--- src/rtl/srx_pkg.sv ---
// Shared types and helpers for the serial audio receiver.
package srx_pkg;

    localparam int SMP_W  = 32;   // widest sample, also the output word width
    localparam int WLEN_W = 6;    // enough to hold SMP_W

    typedef enum logic [1:0] {
        FMT_I2S = 2'd0,
        FMT_LJ  = 2'd1,
        FMT_RJ  = 2'd2,
        FMT_ALT = 2'd3
    } fmt_e;

    // Decode the two-bit word length code into a bit count.
    function automatic logic [WLEN_W-1:0] wlen_bits(input logic [1:0] code);
        case (code)
            2'd0:    wlen_bits = WLEN_W'(16);
            2'd1:    wlen_bits = WLEN_W'(20);
            2'd2:    wlen_bits = WLEN_W'(24);
            default: wlen_bits = WLEN_W'(32);
        endcase
    endfunction

endpackage

--- src/rtl/srx_edge_sync.sv ---
// Registers the serial inputs and finds rising bit-clock edges.
// Assumes the serial clocks are synchronous with clk and that every
// bit-clock level lasts at least one clk period.
module srx_edge_sync (
    input  logic clk,
    input  logic rst_n,
    input  logic bck_i,
    input  logic lrck_i,
    input  logic sdata_i,
    output logic bck_rise,
    output logic lrck_smp,
    output logic sd_smp
);

    logic bck_s, bck_p;

    // Capture the raw inputs once per system clock.
    always_ff @(posedge clk) begin
        if (!rst_n) begin
            bck_s    <= 1'b0;
            bck_p    <= 1'b0;
            lrck_smp <= 1'b0;
            sd_smp   <= 1'b0;
        end else begin
            bck_s    <= bck_i;
            bck_p    <= bck_s;
            lrck_smp <= lrck_i;
            sd_smp   <= sdata_i;
        end
    end

    // Rising edge: high now, low one clock earlier.
    always_comb bck_rise = bck_s & ~bck_p;

endmodule

--- src/rtl/srx_frame_track.sv ---
// Tracks word-clock halves. It counts bit clocks per half, flags short
// halves, locks onto a stable half length and flags later changes.
// Assumes bck_rise marks each rising bit-clock edge exactly once.
module srx_frame_track #(
    parameter int CNT_W = 8
) (
    input  logic                      clk,
    input  logic                      rst_n,
    input  logic                      bck_rise,
    input  logic                      lrck_smp,
    input  logic [srx_pkg::WLEN_W-1:0] wlen,
    input  logic                      lr_pol,
    output logic                      boundary,
    output logic [CNT_W-1:0]          bit_idx,
    output logic                      half_done,
    output logic                      prev_left,
    output logic                      half_bad,
    output logic                      bck_err,
    output logic                      tmg_err,
    output logic                      locked
);

    logic             started, aligned, have_ref, lock_r, lrck_last;
    logic [CNT_W-1:0] bitcnt, ref_len, wl_ext;
    logic             short_h, mism;

    // Decode the half boundary and judge the half that just ended.
    always_comb begin
        wl_ext    = CNT_W'(wlen);
        boundary  = bck_rise & started & (lrck_smp != lrck_last);
        half_done = boundary & aligned;
        bit_idx   = boundary ? '0 : bitcnt;
        prev_left = (lrck_last == lr_pol);
        short_h   = (bitcnt < wl_ext);
        mism      = lock_r & (bitcnt != ref_len);
        half_bad  = half_done & (short_h | mism);
        locked    = lock_r & ~tmg_err;
    end

    // Count bit clocks within the current half, saturating at the top.
    always_ff @(posedge clk) begin
        if (!rst_n) begin
            started   <= 1'b0;
            aligned   <= 1'b0;
            lrck_last <= 1'b0;
            bitcnt    <= '0;
        end else if (bck_rise) begin
            started   <= 1'b1;
            lrck_last <= lrck_smp;
            if (boundary) begin
                aligned <= 1'b1;
                bitcnt  <= CNT_W'(1);
            end else if (bitcnt != '1) begin
                bitcnt  <= bitcnt + CNT_W'(1);
            end
        end
    end

    // Lock to the half length and raise the sticky error flags.
    always_ff @(posedge clk) begin
        if (!rst_n) begin
            have_ref <= 1'b0;
            lock_r   <= 1'b0;
            ref_len  <= '0;
            bck_err  <= 1'b0;
            tmg_err  <= 1'b0;
        end else if (half_done) begin
            if (short_h)
                bck_err <= 1'b1;
            if (!have_ref) begin
                have_ref <= 1'b1;
                ref_len  <= bitcnt;
            end else if (lock_r) begin
                if (mism) begin
                    tmg_err <= 1'b1;
                    lock_r  <= 1'b0;
                end
            end else if (!tmg_err) begin
                if (bitcnt == ref_len)
                    lock_r  <= 1'b1;
                else
                    ref_len <= bitcnt;
            end
        end
    end

endmodule

--- src/rtl/srx_word_capture.sv ---
// Shifts serial bits inside the framing window and assembles left/right
// pairs. Assumes boundary and half_done come from srx_frame_track in
// the same cycle as bck_rise.
module srx_word_capture #(
    parameter int CNT_W = 8
) (
    input  logic                       clk,
    input  logic                       rst_n,
    input  logic                       bck_rise,
    input  logic                       sd_smp,
    input  logic                       boundary,
    input  logic [CNT_W-1:0]           bit_idx,
    input  logic                       half_done,
    input  logic                       prev_left,
    input  logic                       half_bad,
    input  logic                       err_any,
    input  logic [1:0]                 fmt,
    input  logic [srx_pkg::WLEN_W-1:0] wlen,
    output logic [srx_pkg::SMP_W-1:0]  left_o,
    output logic [srx_pkg::SMP_W-1:0]  right_o,
    output logic                       valid_o
);
    import srx_pkg::*;

    localparam logic [WLEN_W-1:0] FULL = WLEN_W'(SMP_W);

    logic [SMP_W-1:0]  shreg, stage, aligned_w;
    logic [CNT_W-1:0]  wl_ext;
    logic              in_win, have_left;
    logic [WLEN_W-1:0] sh_amt;

    // Decide whether the current bit lies in the sample window.
    always_comb begin
        wl_ext = CNT_W'(wlen);
        case (fmt_e'(fmt))
            FMT_LJ:  in_win = (bit_idx < wl_ext);
            FMT_RJ:  in_win = 1'b1;
            default: in_win = (bit_idx != '0) && (bit_idx <= wl_ext);
        endcase
    end

    // Move the last wlen bits of the shifter up to the MSB end.
    always_comb begin
        sh_amt    = FULL - wlen;
        aligned_w = shreg << sh_amt;
    end

    // Collect serial bits; start afresh on every half boundary.
    always_ff @(posedge clk) begin
        if (!rst_n) begin
            shreg <= '0;
        end else if (bck_rise) begin
            if (boundary)
                shreg <= in_win ? {{(SMP_W-1){1'b0}}, sd_smp} : '0;
            else if (in_win)
                shreg <= {shreg[SMP_W-2:0], sd_smp};
        end
    end

    // Pair a finished left word with the following right word.
    always_ff @(posedge clk) begin
        if (!rst_n) begin
            stage     <= '0;
            have_left <= 1'b0;
            left_o    <= '0;
            right_o   <= '0;
            valid_o   <= 1'b0;
        end else begin
            valid_o <= 1'b0;
            if (half_done) begin
                if (half_bad || err_any) begin
                    have_left <= 1'b0;
                end else if (prev_left) begin
                    stage     <= aligned_w;
                    have_left <= 1'b1;
                end else begin
                    if (have_left) begin
                        left_o  <= stage;
                        right_o <= aligned_w;
                        valid_o <= 1'b1;
                    end
                    have_left <= 1'b0;
                end
            end
        end
    end

endmodule

--- src/rtl/serial_audio_rx.sv ---
// Top of the multi-format serial audio receiver. It joins the edge
// finder, the frame tracker and the word capture.
// Assumes configuration is held constant while the lane runs.
module serial_audio_rx #(
    parameter int CNT_W = 8
) (
    input  logic                      clk,
    input  logic                      rst_n,
    input  logic                      bck_i,
    input  logic                      lrck_i,
    input  logic                      sdata_i,
    input  logic [1:0]                fmt_i,
    input  logic [1:0]                wlen_i,
    input  logic                      lr_pol_i,
    output logic [srx_pkg::SMP_W-1:0] left_o,
    output logic [srx_pkg::SMP_W-1:0] right_o,
    output logic                      valid_o,
    output logic                      locked_o,
    output logic                      bck_err_o,
    output logic                      tmg_err_o
);
    import srx_pkg::*;

    logic              bck_rise, lrck_smp, sd_smp;
    logic              boundary, half_done, prev_left, half_bad;
    logic [CNT_W-1:0]  bit_idx;
    logic [WLEN_W-1:0] wlen;
    logic              err_any;

    // Decode the word length and merge the sticky errors.
    always_comb begin
        wlen    = wlen_bits(wlen_i);
        err_any = bck_err_o | tmg_err_o;
    end

    srx_edge_sync u_edge (
        .clk      (clk),
        .rst_n    (rst_n),
        .bck_i    (bck_i),
        .lrck_i   (lrck_i),
        .sdata_i  (sdata_i),
        .bck_rise (bck_rise),
        .lrck_smp (lrck_smp),
        .sd_smp   (sd_smp)
    );

    srx_frame_track #(.CNT_W(CNT_W)) u_track (
        .clk       (clk),
        .rst_n     (rst_n),
        .bck_rise  (bck_rise),
        .lrck_smp  (lrck_smp),
        .wlen      (wlen),
        .lr_pol    (lr_pol_i),
        .boundary  (boundary),
        .bit_idx   (bit_idx),
        .half_done (half_done),
        .prev_left (prev_left),
        .half_bad  (half_bad),
        .bck_err   (bck_err_o),
        .tmg_err   (tmg_err_o),
        .locked    (locked_o)
    );

    srx_word_capture #(.CNT_W(CNT_W)) u_cap (
        .clk       (clk),
        .rst_n     (rst_n),
        .bck_rise  (bck_rise),
        .sd_smp    (sd_smp),
        .boundary  (boundary),
        .bit_idx   (bit_idx),
        .half_done (half_done),
        .prev_left (prev_left),
        .half_bad  (half_bad),
        .err_any   (err_any),
        .fmt       (fmt_i),
        .wlen      (wlen),
        .left_o    (left_o),
        .right_o   (right_o),
        .valid_o   (valid_o)
    );

endmodule

--- config.mk ---
export PLATFORM = sky130hd
export DESIGN_NAME = serial_audio_rx
export DESIGN_NICKNAME = d
export VERILOG_FILES = /design/src/rtl/srx_pkg.sv /design/src/rtl/srx_edge_sync.sv /design/src/rtl/srx_frame_track.sv /design/src/rtl/srx_word_capture.sv /design/src/rtl/serial_audio_rx.sv
export SDC_FILE = /design/constraint.sdc
export NUM_CORES = 1
export LEC_CHECK = 0
export ABC_AREA = 0
export BUFFER_PORTS_ARGS = -buffer_cell sky130_fd_sc_hd__clkbuf_2
export CORE_AREA = 2 2 117 119
export CTS_CLUSTER_DIAMETER = 80
export DETAILED_ROUTE_END_ITERATION = 10
export DIE_AREA = 0 0 119 121
export GPL_TIMING_DRIVEN = 0
export PLACE_DENSITY_LB_ADDON = 0.1
export RECOVER_POWER = 50
export SLEW_MARGIN = 5
export SYNTH_ARGS = -nofsm -noshare
export SYNTH_HDL_FRONTEND = slang
export SYNTH_SLANG_ARGS = --single-unit
--- constraint.sdc ---
create_clock -name clk -period 2.3 [get_ports clk]
set_input_delay 0.115 -clock clk [delete_from_list [all_inputs] [get_ports clk]]
set_output_delay 0.115 -clock clk [all_outputs]
set_load 0.05 [all_outputs]
==> results by group, run 1 <==
Drt
  • Via count: 5920
  • Pre-antenna DRT Iters: 5
  • WL final: roughly 18000 um
  • Wire per inst: roughly 17 um
  • Routed Antenna Nets: 0
  • DR vias/cell: about 5.5
  • Initial drt markers: 340
  • DR DRC count: 0

Finish
  • Most common cell after layout, fill and taps aside: dfxtp_1
  • Antenna Cells: 0
  • Commonest non-fill, non-tap cells in the layout: 149 x dfxtp_1, 116 x nand2_1, 97 x nand3_1
  • Sequential standard cell area: between 0.003 and 0.004 mm2
  • Area growth syn-to-layout: 22.7%
  • Fillers: ~1100
  • Multi-input combinational cell area: 0.00348 mm2
  • Non-Filler Instances: about 1100
  • Share of cells above drive strength 1: about 22%
  • Nets: slightly above 900

CTS
  • CTS max path bufs: 2
  • TritonCTS clock tree: yes
  • Clock Tree Root: clkbuf_16
  • TritonCTS buffer count: 17
  • Htree depth: 4
  • CTS Sinks: approximately 160
  • Worst-Skew Late Latency: between 0.4 and 0.5 ns
  • Clk pin slew, worst setup/hold paths: ~0.06 ns

Synthesis
  • Syn_area_per_cell: 8.73 um2
  • Top cells by area, synth: dfxtp_1 46%, mux2i_1 9.3%, nand3_1 7.4%, nand2_1 6.4%, o21ai_1 5.0%
  • Synth warn: 0
  • Mapped Area: roughly 0.0069 mm2
  • Area leader, netlist: dfxtp_1
  • Post-synthesis sequential area ratio: 45.8%
  • Mapped Cells: ~790
  • Post-synth top area share: 45.8%
  • Seq cells post-synth: ~160
  • Count of cell types in the netlist: 46
  • Syn nets: between 800 and 900

Floorplan
  • Initial core utilization: between 50 and 60%
  • Site Rows: between 40 and 50
  • Core ar.: about 0.013 mm2
  • Die Wd: around 120 um
  • IO Pins: 78
  • Die Ht: 121 um
  • DIE AREA: ~0.014 mm2

Global route
  • Grt met3 use: about 5.5%
  • Pin count of the biggest net entering global routing: 17
  • Initial antenna violation count: 0
  • GR Util met1: between 30% and 40%
  • GRT met2 Usage: about 42%
  • Number of global-route vias before repair: 5512
  • GRT busiest layer: met2
  • First-pass GRT wire length: approximately 28000 um
  • Tot GR Track Use: 25.3%
  • Total grt overflow: 0

STA
  • Unrepaired setup endpoints after global routing: yes
  • Setup-failing EPs final: 14
  • Slew margin rel.: between 50 and 60%
  • Least-Margin Pin Slew: approximately 0.67 ns
  • Setup TNS: -0.0744 ns
  • Worst Skew: roughly 0.0055 ns
  • Fin crit share: 101%
  • Final WS setup: -0.0118 ns
  • Max Slew Vio Count: 0
  • Hold Vio Cnt, Final: 0
  • Period minus WS final: around 2.3 ns
  • FMAX: about 430 MHz

Critical path
  • WP data required: around 2.6 ns
  • CP Max Fanout: 10
  • CP startpoint: u_track.lrck_last
  • Setup CP Type: reg2reg
  • Reg2reg setup slack: -0.01 ns
  • Reg-to-Reg Start: u_track.lrck_last
  • Worst Path Arrival: 2.61 ns
  • Worst Setup End Kind: flop
  • Crit start category: flop

Pwr
  • Total chip power: about 5.7 mW
  • PwrDens: between 600 and 700 mW/mm2
  • Max IR drop VDD: around 0.44 mV
  • Leak: between 3 and 4 nW

Placed design
  • Routability cong.: between 0.9 and 1
  • Dpl hpwl: 13500 um
  • Port bufs: between 70 and 80
  • Placed Cells: around 1000

Run status
  • Failing checks: setup timing
  • Outcome: complete, but fails checks

Worst hold path
  • Worst hold-check path type: in2reg
  • Beginning of the worst hold path: rst_n

Run
  • Max_cap viols: 0
[metrics by stage]
stage | worst slack (ns) | utilization, % | area (um2) | hold slack, ns
after global routing | -0.112 | 64.3 | 8410 | 0.105
after global placement | -0.188 | 57.3 | 7500 | 0.344
after detailed placement | -0.301 | 57.3 | 7500 | 0.346
after floorplan | 0.00673 | - | 6900 | 0.242
after CTS | -0.00362 | 63.0 | 8240 | 0.0548
final | -0.0118 | 64.3 | 8410 | 0.0745
[worst paths after layout]
path	end	cells after the start
max	u_cap.right_o[19]	10
min	u_track.lrck_last	3
max reg2reg	u_cap.right_o[19]	10
min reg2reg	u_cap.left_o[5]	2
[timing repair]
action	in CTS	in global routing
gates resized for setup	22	39
hold buffers	3	0
pin swaps	11	7
setup endpoints to repair	120	95
endpoints found under the hold margin	3	0
gates cloned	1	3
buffers inserted	6	4
[metal layers]
metal	vias up	share of wire, %
li1	2966	-
met5	-	0
met1	2791	45
met2	134	49
met3	29	3.4
met4	0	2.4
[critical path, cell delays in order, from the launching register on]
cell      delay, ns
dfxtp_4        0.36
xor2_4         0.19
buf_4          0.13
buf_4          0.09
nand4_1        0.12
or3_1          0.35
a2111o_1       0.44
buf_6          0.20
buf_6          0.14
nand3_1        0.09
o21ai_1        0.07
[area by class of cell]
type | instances | share of cell area, %
Buffer | 58 | 4.92
Clock buffer | 19 | 5.39
Clock inverter | 12 | 1.13
Inverter | 9 | 0.402
Multi-Input combinational cell | 559 | 41.4
Sequential cell | 157 | 37.6
Tap cell | 176 | 2.62
Timing Repair Buffer | 94 | 6.59
[cell usage after synthesis (all sizes together)]
master,count
dfxtp,157
o21ai,121
nand2,117
nand3,101
mux2i,64
buf,36
nor2,35
clkbuf,24
a21oi,15
ha,15
mux2,12
and2,10
xnor2,9
inv,8
nand2b,8
xor2,7
nand4,6
nor3b,4
o22ai,4
o2bb2ai,4
and3,3
or2,3
a2111o,2
a31oi,2
nor2b,2
nor3,2
or3,2
a211oi,1
a311oi,1
a41oi,1
and2b,1
clkinv,1
nand3b,1
nor4,1
o211a,1
o21a,1
o221a,1
o221ai,1
or4,1
[power breakdown]
group | internal (mW) | switching (mW) | total, mW
clock network | 1.53 | 1.08 | 2.60
registers | 2.73 | 0.0101 | 2.74
logic | 0.132 | 0.210 | 0.342
[cells by family after synthesis]
| family | count (synthesis) | share of synthesized area (%) |
|---|---|---|
| xor gates and xnor gates | 16 | 2.04 |
| adders and majority gates | 15 | 2.74 |
| DFF | 157 | 45.8 |
| buffers and inverters | 69 | 5.58 |
| and+or+nand+nor | 297 | 19.8 |
| muxes | 76 | 11.3 |
| AOI/OAI and AO/OA | 155 | 12.7 |
[state kept, by name, summed over array words and instances (netlist names), 8 cells and up]
| signal | cells |
|---|---|
| u_cap.left_o | 32 |
| u_cap.right_o | 32 |
| u_cap.shreg | 32 |
| u_cap.stage | 32 |
| u_track.bitcnt | 8 |
| u_track.ref_len | 8 |
(Power assumes the default switching activity.)
==> run 2, diff against run 1 <==
BUFFER_PORTS_ARGS = -buffer_cell sky130_fd_sc_hd__buf_2   (was -buffer_cell sky130_fd_sc_hd__clkbuf_2)
CORE_AREA = 2 2 129 131   (was 2 2 117 119)
DIE_AREA = 0 0 131 133   (was 0 0 119 121)
SYNTH_HIERARCHICAL = 1   (was not set)
==> run 2 against run 1 <==
Against the previous run: the run still ends with setup timing left; clock-buffer cell count decreased by 1; sequential cell count stayed put; clock skew rose by 0.0017 ns; die area rose by 21%; routed wire length up 25%; utilization decreased by 1.3 points; fmax decreased by 16%; worst hold slack got worse by 0.030 ns; sequential power hardly changed; critical path depth grew 4; combinational power grew 61%.
==> results by group, run 2 <==
Synthesis
  • Simple-gate share of the synthesized area: 20.8% (+0.99 points)
  • Ys async rst share: 0% (unchanged)
  • Largest family of logic cells by synthesized area: simple AND/OR/NAND/NOR gates
  • Complex-gate fraction of the synthesized area: 16.8% (+4.1 points)
  • Count of cell types in the netlist: 75 (+63%)
  • Synth Flop Type: dfxtp_1
  • Number of synthesized flops with an enable pin: 0 (unchanged)
  • Syn_area_per_cell: 8.90 um2 (+1.9%)
  • Post-synth top cells: 163 x nand2_1, 157 x dfxtp_1, 60 x o21ai_0, 55 x mux2i_1, 54 x a21oi_1
  • Synth warn: 6 (+6)
  • Mapped Cells: 954 (+22%)
  • Area leader, netlist: dfxtp_1
  • Post-synthesis mux area share: 15.6% (+4.3 points)
  • Count leader, synth: nand2_1
  • Xor and xnor area share after synthesis: 2.02% (-0.026 points)
  • Mapped Area: 0.00849 mm2 (+24%)
  • Seq cells post-synth: 157 (unchanged)
  • Post-synthesis sequential area ratio: 37.0% (-8.8 points)
  • Adder-cell share of the synthesized area: 2.21% (-0.53 points)
  • Top cells by area, synth: dfxtp_1 37%, mux4_2 8.5%, nand2_1 7.2%, mux2i_1 6.5%, a21boi_0 4.2%
  • Post-synth top area share: 37.0% (-8.8 points)

Drt
  • Routed Antenna Nets: 0 (unchanged)
  • Initial drt markers: 632 (+86%)
  • Wire per inst: 17.3 um (+3.1%)
  • Pre-antenna DRT Iters: 7 (+2)
  • Via count: 7543 (+27%)
  • DR vias/cell: 5.72 (+4.8%)
  • DR DRC count: 0 (unchanged)
  • WL final: 22800 um (+25%)

STA
  • Unrepaired setup endpoints after global routing: yes
  • Slew margin rel.: 34.6% (-21 points)
  • Hold Vio Cnt, Final: 0 (unchanged)
  • Setup TNS: -27.55 ns (-27.47 ns)
  • Period minus WS final: 2.75 ns (+0.437 ns)
  • FMAX: 364 MHz (-16%)
  • Least-Margin Pin Slew: 0.979 ns (+0.314 ns)
  • Fin crit share: 120% (+19 points)
  • Final WS setup: -0.449 ns (-0.437 ns)
  • Max Slew Vio Count: 0 (unchanged)
  • Setup-failing EPs final: 129 (+115)
  • Worst Skew: 0.00719 ns (+0.00169 ns)

CTS
  • TritonCTS clock tree: yes
  • TritonCTS buffer count: 17 (unchanged)
  • Worst-Skew Late Latency: 0.43 ns (about the same)
  • CTS Sinks: 157 (unchanged)
  • Clock Tree Root: clkbuf_16
  • Htree depth: 4 (unchanged)
  • Clk pin slew, worst setup/hold paths: 0.06 ns (about the same)
  • CTS max path bufs: 2 (unchanged)

Critical path
  • Reg-to-Reg Start: u_edge/bck_s
  • CP startpoint: u_edge/bck_s
  • Setup CP Type: reg2reg
  • CP Max Fanout: 7 (-3)
  • Worst Setup End Kind: flop
  • Worst Path Arrival: 3.10 ns (+0.49 ns)
  • Worst r2r dst: u_cap/shreg[26]
  • Reg2reg setup slack: -0.45 ns (-0.44 ns)
  • Worst reg-to-reg path cell count: 14 (+4)
  • Worst setup path endpoint: u_cap/shreg[26]
  • WP data required: 2.65 ns (+0.05 ns)
  • Crit start category: flop

Global route
  • Pin count of the biggest net entering global routing: 17 (unchanged)
  • Initial antenna violation count: 0 (unchanged)
  • First-pass GRT wire length: 36200 um (+27%)
  • Tot GR Track Use: 26.4% (+1.1 points)
  • Number of global-route vias before repair: 6843 (+24%)
  • Total grt overflow: 0 (unchanged)

Placed design
  • Port bufs: 77 (unchanged)
  • Routability cong.: 0.978 (+8.2%)
  • Dpl hpwl: 16300 um (+21%)

Pwr
  • P_int: 4.47 mW (+2.0%)
  • Switch share: 25.8% (+2.9 points)
  • PwrDens: 592 mW/mm2 (-12%)
  • Clock group share of total power: 45.4% (-0.4 points)
  • Leak: 3.79 nW (+22%)
  • Max IR drop VDD: 0.487 mV (+12%)
  • Seq pwr share: 45.4% (-2.8 points)
  • Gate power share: 9.1% (+3.1 points)
  • Switch Pwr: 1.55 mW (+20%)
  • Total chip power: 6.02 mW (+6.0%)

Floorplan
  • Die Wd: 131 um (+10%)
  • Core ar.: 0.0162 mm2 (+24%)
  • Initial core utilization: 52.5% (+0.12 points)
  • IO Pins: 78 (unchanged)
  • DIE AREA: 0.0174 mm2 (+21%)
  • Site Rows: 47 (+12%)
  • Die Ht: 133 um (+9.9%)

Finish
  • Commonest non-fill, non-tap cells in the layout: 162 x nand2_1, 150 x dfxtp_1, 72 x clkbuf_1
  • Area growth syn-to-layout: 19.8%
  • Antenna Cells: 0 (unchanged)
  • Most common cell after layout, fill and taps aside: nand2_1
  • Share of cells above drive strength 1: 19.6% (-2.1 points)
  • Nets: 1110 (+21%)

Run status
  • Failing checks: setup timing
  • Outcome: complete, but fails checks

Worst hold path
  • WHS Path Cells: 2 (-1)
  • Worst hold-check path type: in2reg

Run
  • Max_cap viols: 0 (unchanged)
==> run 2: cell count changes after synthesis, moves of 12 or more <==
| cell | delta |
|---|---|
| a21oi_1 | +40 |
| clkbuf_1 | +22 |
| o21ai_0 | +12 |
| nand2_1 | +46 |
| inv_1 | +13 |
| o21ai_1 | -64 |
| mux4_2 | +32 |
| nand3_1 | -69 |
| nand3b_1 | +33 |
| a21boi_0 | +48 |
==> run 2: worst min path at each step <==
stage | from | endpoint | slack (ns)
6_report | rst_n | u_track/bck_err | 0.04
5_1_grt | rst_n | u_track/bck_err | 0.05
4_1_cts | rst_n | u_track/bck_err | 0.04
3_5_place_dp | sdata_i | u_edge/sd_smp | 0.32
3_3_place_gp | bck_i | u_edge/bck_s | 0.32
2_1_floorplan | rst_n | u_track/bck_err | 0.23
==> run 2: final cells by class <==
cell class,count,area [um2]
multi-input combinational,710,5010
buffer,77,518
fill,1451,5990
clock buffer,18,429
timing repair buffer,101,579
clock inverter,14,136
sequential,157,3150
tap,220,275
inverter,21,78.8
==> run 2: power groups by stage <==
stage | clock network (mW) | logic (mW) | registers [mW]
floorplan | 0 | 0.386 | 2.79
global placement | 0 | 0.481 | 2.80
detailed placement | 0 | 0.483 | 2.80
CTS | 2.77 | 0.516 | 2.74
global route | 2.88 | 0.593 | 2.74
finish | 2.74 | 0.549 | 2.74
==> run 2: routing by layer <==
metal / GRT usage [%] / wire length (um) / vias up
met5: 0 / 0 / -
met4: 8.22 / 458 / 0
met3: 6.55 / 1530 / 35
met2: 40.4 / 10500 / 297
met1: 36.9 / 10300 / 3568
li1: - / - / 3643
==> run 2: worst max-delay path, stage by stage, from the launching register on <==
cell,delay [ns]
dfxtp_2,0.32
nor2b_4,0.14
buf_6,0.12
nand2_4,0.05
nor2_4,0.18
nor2b_2,0.07
ha_1,0.29
and4bb_2,0.25
a221oi_2,0.28
nand3_1,0.13
a21oi_2,0.15
o31a_1,0.16
buf_8,0.18
clkbuf_16,0.17
mux2i_1,0.17
==> run 2: timing repair <==
| action | CTS | global route |
|---|---|---|
| setup buffers | 13 | 5 |
| pin swaps | 13 | 8 |
| endpoints found under the hold margin | 3 | 0 |
| hold buffers | 3 | 0 |
| resized for setup | 41 | 18 |
| cloned | 1 | 2 |
| setup endpoints to repair | 130 | 130 |
==> run 2: stage by stage <==
step	std cells	util (%)	setup slack, ns	cell area (um2)	hold WS, ns
floorplan	965	-	-0.293	8620	0.232
global placement	1262	57.4	-0.735	9280	0.325
detailed placement	1262	57.4	-0.767	9280	0.321
CTS	1311	62.5	-0.468	10100	0.0366
global route	1318	62.9	-0.620	10200	0.0464
finish	1318	62.9	-0.449	10200	0.0449
==> run 2: kinds of logic (layout without fill, tap and decap cells) <==
| kind of cell | count (synthesis) | in the layout |
|---|---|---|
| AOI/OAI and AO/OA | 225 | 225 |
| xor gates and xnor gates | 17 | 17 |
| adders and majority gates | 15 | 15 |
| buffers and inverters | 98 | 231 |
| DFF | 157 | 157 |
| muxes | 92 | 92 |
| other | 1 | 12 |
| and+or+nand+nor | 349 | 349 |
==> run 3, diff against run 2 <==
MAX_ROUTING_LAYER = met4   (was not set)
==> run 3 against run 2 <==
Against the previous run: the flow still finishes with violations (setup timing); critical path type unchanged; design area rose by 2.9%; die area unchanged; global-route usage increased by 2.1 points; sequential share of layout area decreased by 0.78 points; sequential power hardly changed; non-clock buffer count is 14 higher; setup slack got worse by 0.024 ns; first-iteration DRC count shrank 9.2%; sequential cell count stayed put; register-to-register slack got worse by 0.02 ns; final cell count is 1.1% higher; highest routed layer unchanged.
==> results by group, run 3 (synthesis gave the netlist of run 2 again) <==
Run status
  • Outcome: complete, but fails checks
  • Failing checks: setup timing

CTS
  • CTS max path bufs: 2 (unchanged)
  • Clock Tree Root: clkbuf_16
  • Clk pin slew, worst setup/hold paths: 0.07 ns (about the same)
  • TritonCTS buffer count: 17 (unchanged)
  • CTS Sinks: 157 (unchanged)
  • Htree depth: 4 (unchanged)
  • TritonCTS clock tree: yes
  • Worst-Skew Late Latency: 0.44 ns (about the same)

Placed design
  • Dpl hpwl: 16400 um (+0.71%)
  • DP Area: 0.00928 mm2 (unchanged)
  • Routability cong.: 0.984 (+0.66%)
  • Port bufs: 77 (unchanged)

STA
  • Max Slew Vio Count: 0 (unchanged)
  • Period minus WS final: 2.77 ns (+0.0240 ns)
  • Worst Skew: 0.00976 ns (+0.00257 ns)
  • Setup-failing EPs final: 128 (-0.78%)
  • Unrepaired setup endpoints after global routing: yes
  • FMAX: 361 MHz (-0.87%)
  • Fin crit share: 121% (+1.0 points)
  • Slew margin rel.: 28.8% (-5.8 points)
  • Least-Margin Pin Slew: 1.07 ns (+0.0862 ns)
  • Hold Vio Cnt, Final: 0 (unchanged)
  • Final WS setup: -0.473 ns (-0.0240 ns)

Drt
  • DR vias/cell: 5.74 (+0.30%)
  • Pre-antenna DRT Iters: 5 (-2)
  • Initial drt markers: 574 (-9.2%)
  • DR DRC count: 0 (unchanged)
  • WL final: 23700 um (+3.6%)
  • Routed Antenna Nets: 0 (unchanged)
  • Via count: 7646 (+1.4%)
  • Wire per inst: 17.8 um (+2.5%)

Global route
  • Initial antenna violation count: 0 (unchanged)
  • First-pass GRT wire length: 37800 um (+4.4%)
  • Pin count of the biggest net entering global routing: 17 (unchanged)
  • Grt met3 use: 4.25% (-2.3 points)
  • GR Util met1: 38.2% (+1.3 points)
  • Number of global-route vias before repair: 7140 (+4.3%)
  • Tot GR Track Use: 28.5% (+2.1 points)
  • GRT busiest layer: met2
  • GRT met2 Usage: 44.7% (+4.3 points)
  • Total grt overflow: 0 (unchanged)

Floorplan
  • Die Ht: 133 um (unchanged)
  • Site Rows: 47 (unchanged)
  • Die Wd: 131 um (unchanged)
  • Initial core utilization: 52.5% (unchanged)
  • Core ar.: 0.0162 mm2 (unchanged)
  • DIE AREA: 0.0174 mm2 (unchanged)
  • IO Pins: 78 (unchanged)

Critical path
  • Worst Setup End Kind: flop
  • CP startpoint: u_edge/bck_s
  • CP Cell Sequence: nor2b_4 -> buf_6 -> nand2_4 -> nor2_4 -> nor2b_1 -> ha_1 -> a21o_1 -> a221oi_2 -> nand3_1 -> a21oi_2 -> o31a_1 -> buf_8 -> clkbuf_16 -> mux2i_1
  • Worst setup path endpoint: u_cap/shreg[24]
  • Crit start category: flop
  • Reg-to-Reg Start: u_edge/bck_s
  • Slowest CP cell: dfxtp_2
  • Worst reg-to-reg path cell count: 14 (unchanged)
  • Reg2reg setup slack: -0.47 ns (-0.02 ns)
  • Worst Path Arrival: 3.14 ns (+0.04 ns)
  • Worst r2r dst: u_cap/shreg[24]
  • WP data required: 2.66 ns (about the same)
  • CP Max Fanout: 8 (+1)
  • Setup CP Type: reg2reg
  • Crit path largest cell delay: 0.32 ns (about the same)

Finish
  • Nets: 1124 (+1.3%)
  • Antenna Cells: 0 (unchanged)
  • Most common cell after layout, fill and taps aside: nand2_1
  • Share of cells above drive strength 1: 21.8% (+2.2 points)
  • Area growth syn-to-layout: 23.3%
  • Commonest non-fill, non-tap cells in the layout: 161 x nand2_1, 149 x dfxtp_1, 72 x clkbuf_1
  • Post-route cell area: 0.0105 mm2 (+2.9%)

Pwr
  • Total chip power: 6.01 mW (-0.24%)
  • PwrDens: 574 mW/mm2 (-3.0%)
  • Max IR drop VDD: 0.528 mV (+8.5%)
  • Leak: 3.91 nW (+3.1%)

Worst hold path
  • Beginning of the worst hold path: rst_n
  • Worst hold-check path type: in2reg
  • WHS Path Cells: 2 (unchanged)

Run
  • Max_cap viols: 0 (unchanged)
[run 3: worst max-delay path: cells and delay by family (launching register included)]
family	cells	cell delay (ns)
simple gates	5	0.59
compound gates	4	0.81
fa+ha+maj	1	0.32
mux	1	0.17
flops	1	0.32
buf+inv	3	0.48
[run 3: timing repair]
item,4_1_cts,5_1_grt
gates cloned,3,2
setup buffers,27,3
resized for setup,71,17
endpoints found under the setup margin,130,130
pin swaps,9,5
hold buffers,3,0
hold endpoints to repair,3,0
[run 3: layout make-up]
class                      instances  area [um2]
fill                            1403        5700
multi-input combinational        710        5110
sequential                       157        3160
timing repair buffer             115         724
buffer                            77         562
clock buffer                      18         429
tap                              220         275
clock inverter                    14         131
inverter                          21        78.8
[run 3: power by group]
group / total (mW) / internal [mW] / switching (mW) / leakage, nW
sequential: 2.73 / 2.72 / 0.00969 / 1.27
clock: 2.70 / 1.43 / 1.27 / 0.270
combinational: 0.575 / 0.246 / 0.330 / 2.37
total: 6.01 / 4.39 / 1.61 / 3.91
[run 3: per-layer routing]
metal | wire (um) | share of wire (%)
met4 | 468 | 2.0
met2 | 11300 | 48
met1 | 10500 | 44
met5 | 0 | 0
met3 | 1420 | 6.0
[run 3: through the flow]
step	hold WS [ns]	std cells	TNS (ns)	utilization [%]	setup WS, ns
floorplan	0.232	965	-9.00	-	-0.293
global placement	0.322	1262	-64.65	57.4	-0.731
detailed placement	0.330	1262	-68.18	57.4	-0.769
CTS	0.0242	1327	-26.79	64.3	-0.414
global route	0.0378	1332	-49.78	64.7	-0.648
finish	0.0293	1332	-29.59	64.7	-0.473
[run 3: how the worst min path moves through the flow]
stage                                 end  slack (ns)
after floorplan           u_track/bck_err        0.23
after global placement       u_edge/bck_s        0.32
after detailed placement    u_edge/sd_smp        0.33
after CTS                 u_track/bck_err        0.02
after global routing      u_track/bck_err        0.04
final                     u_track/bck_err        0.03
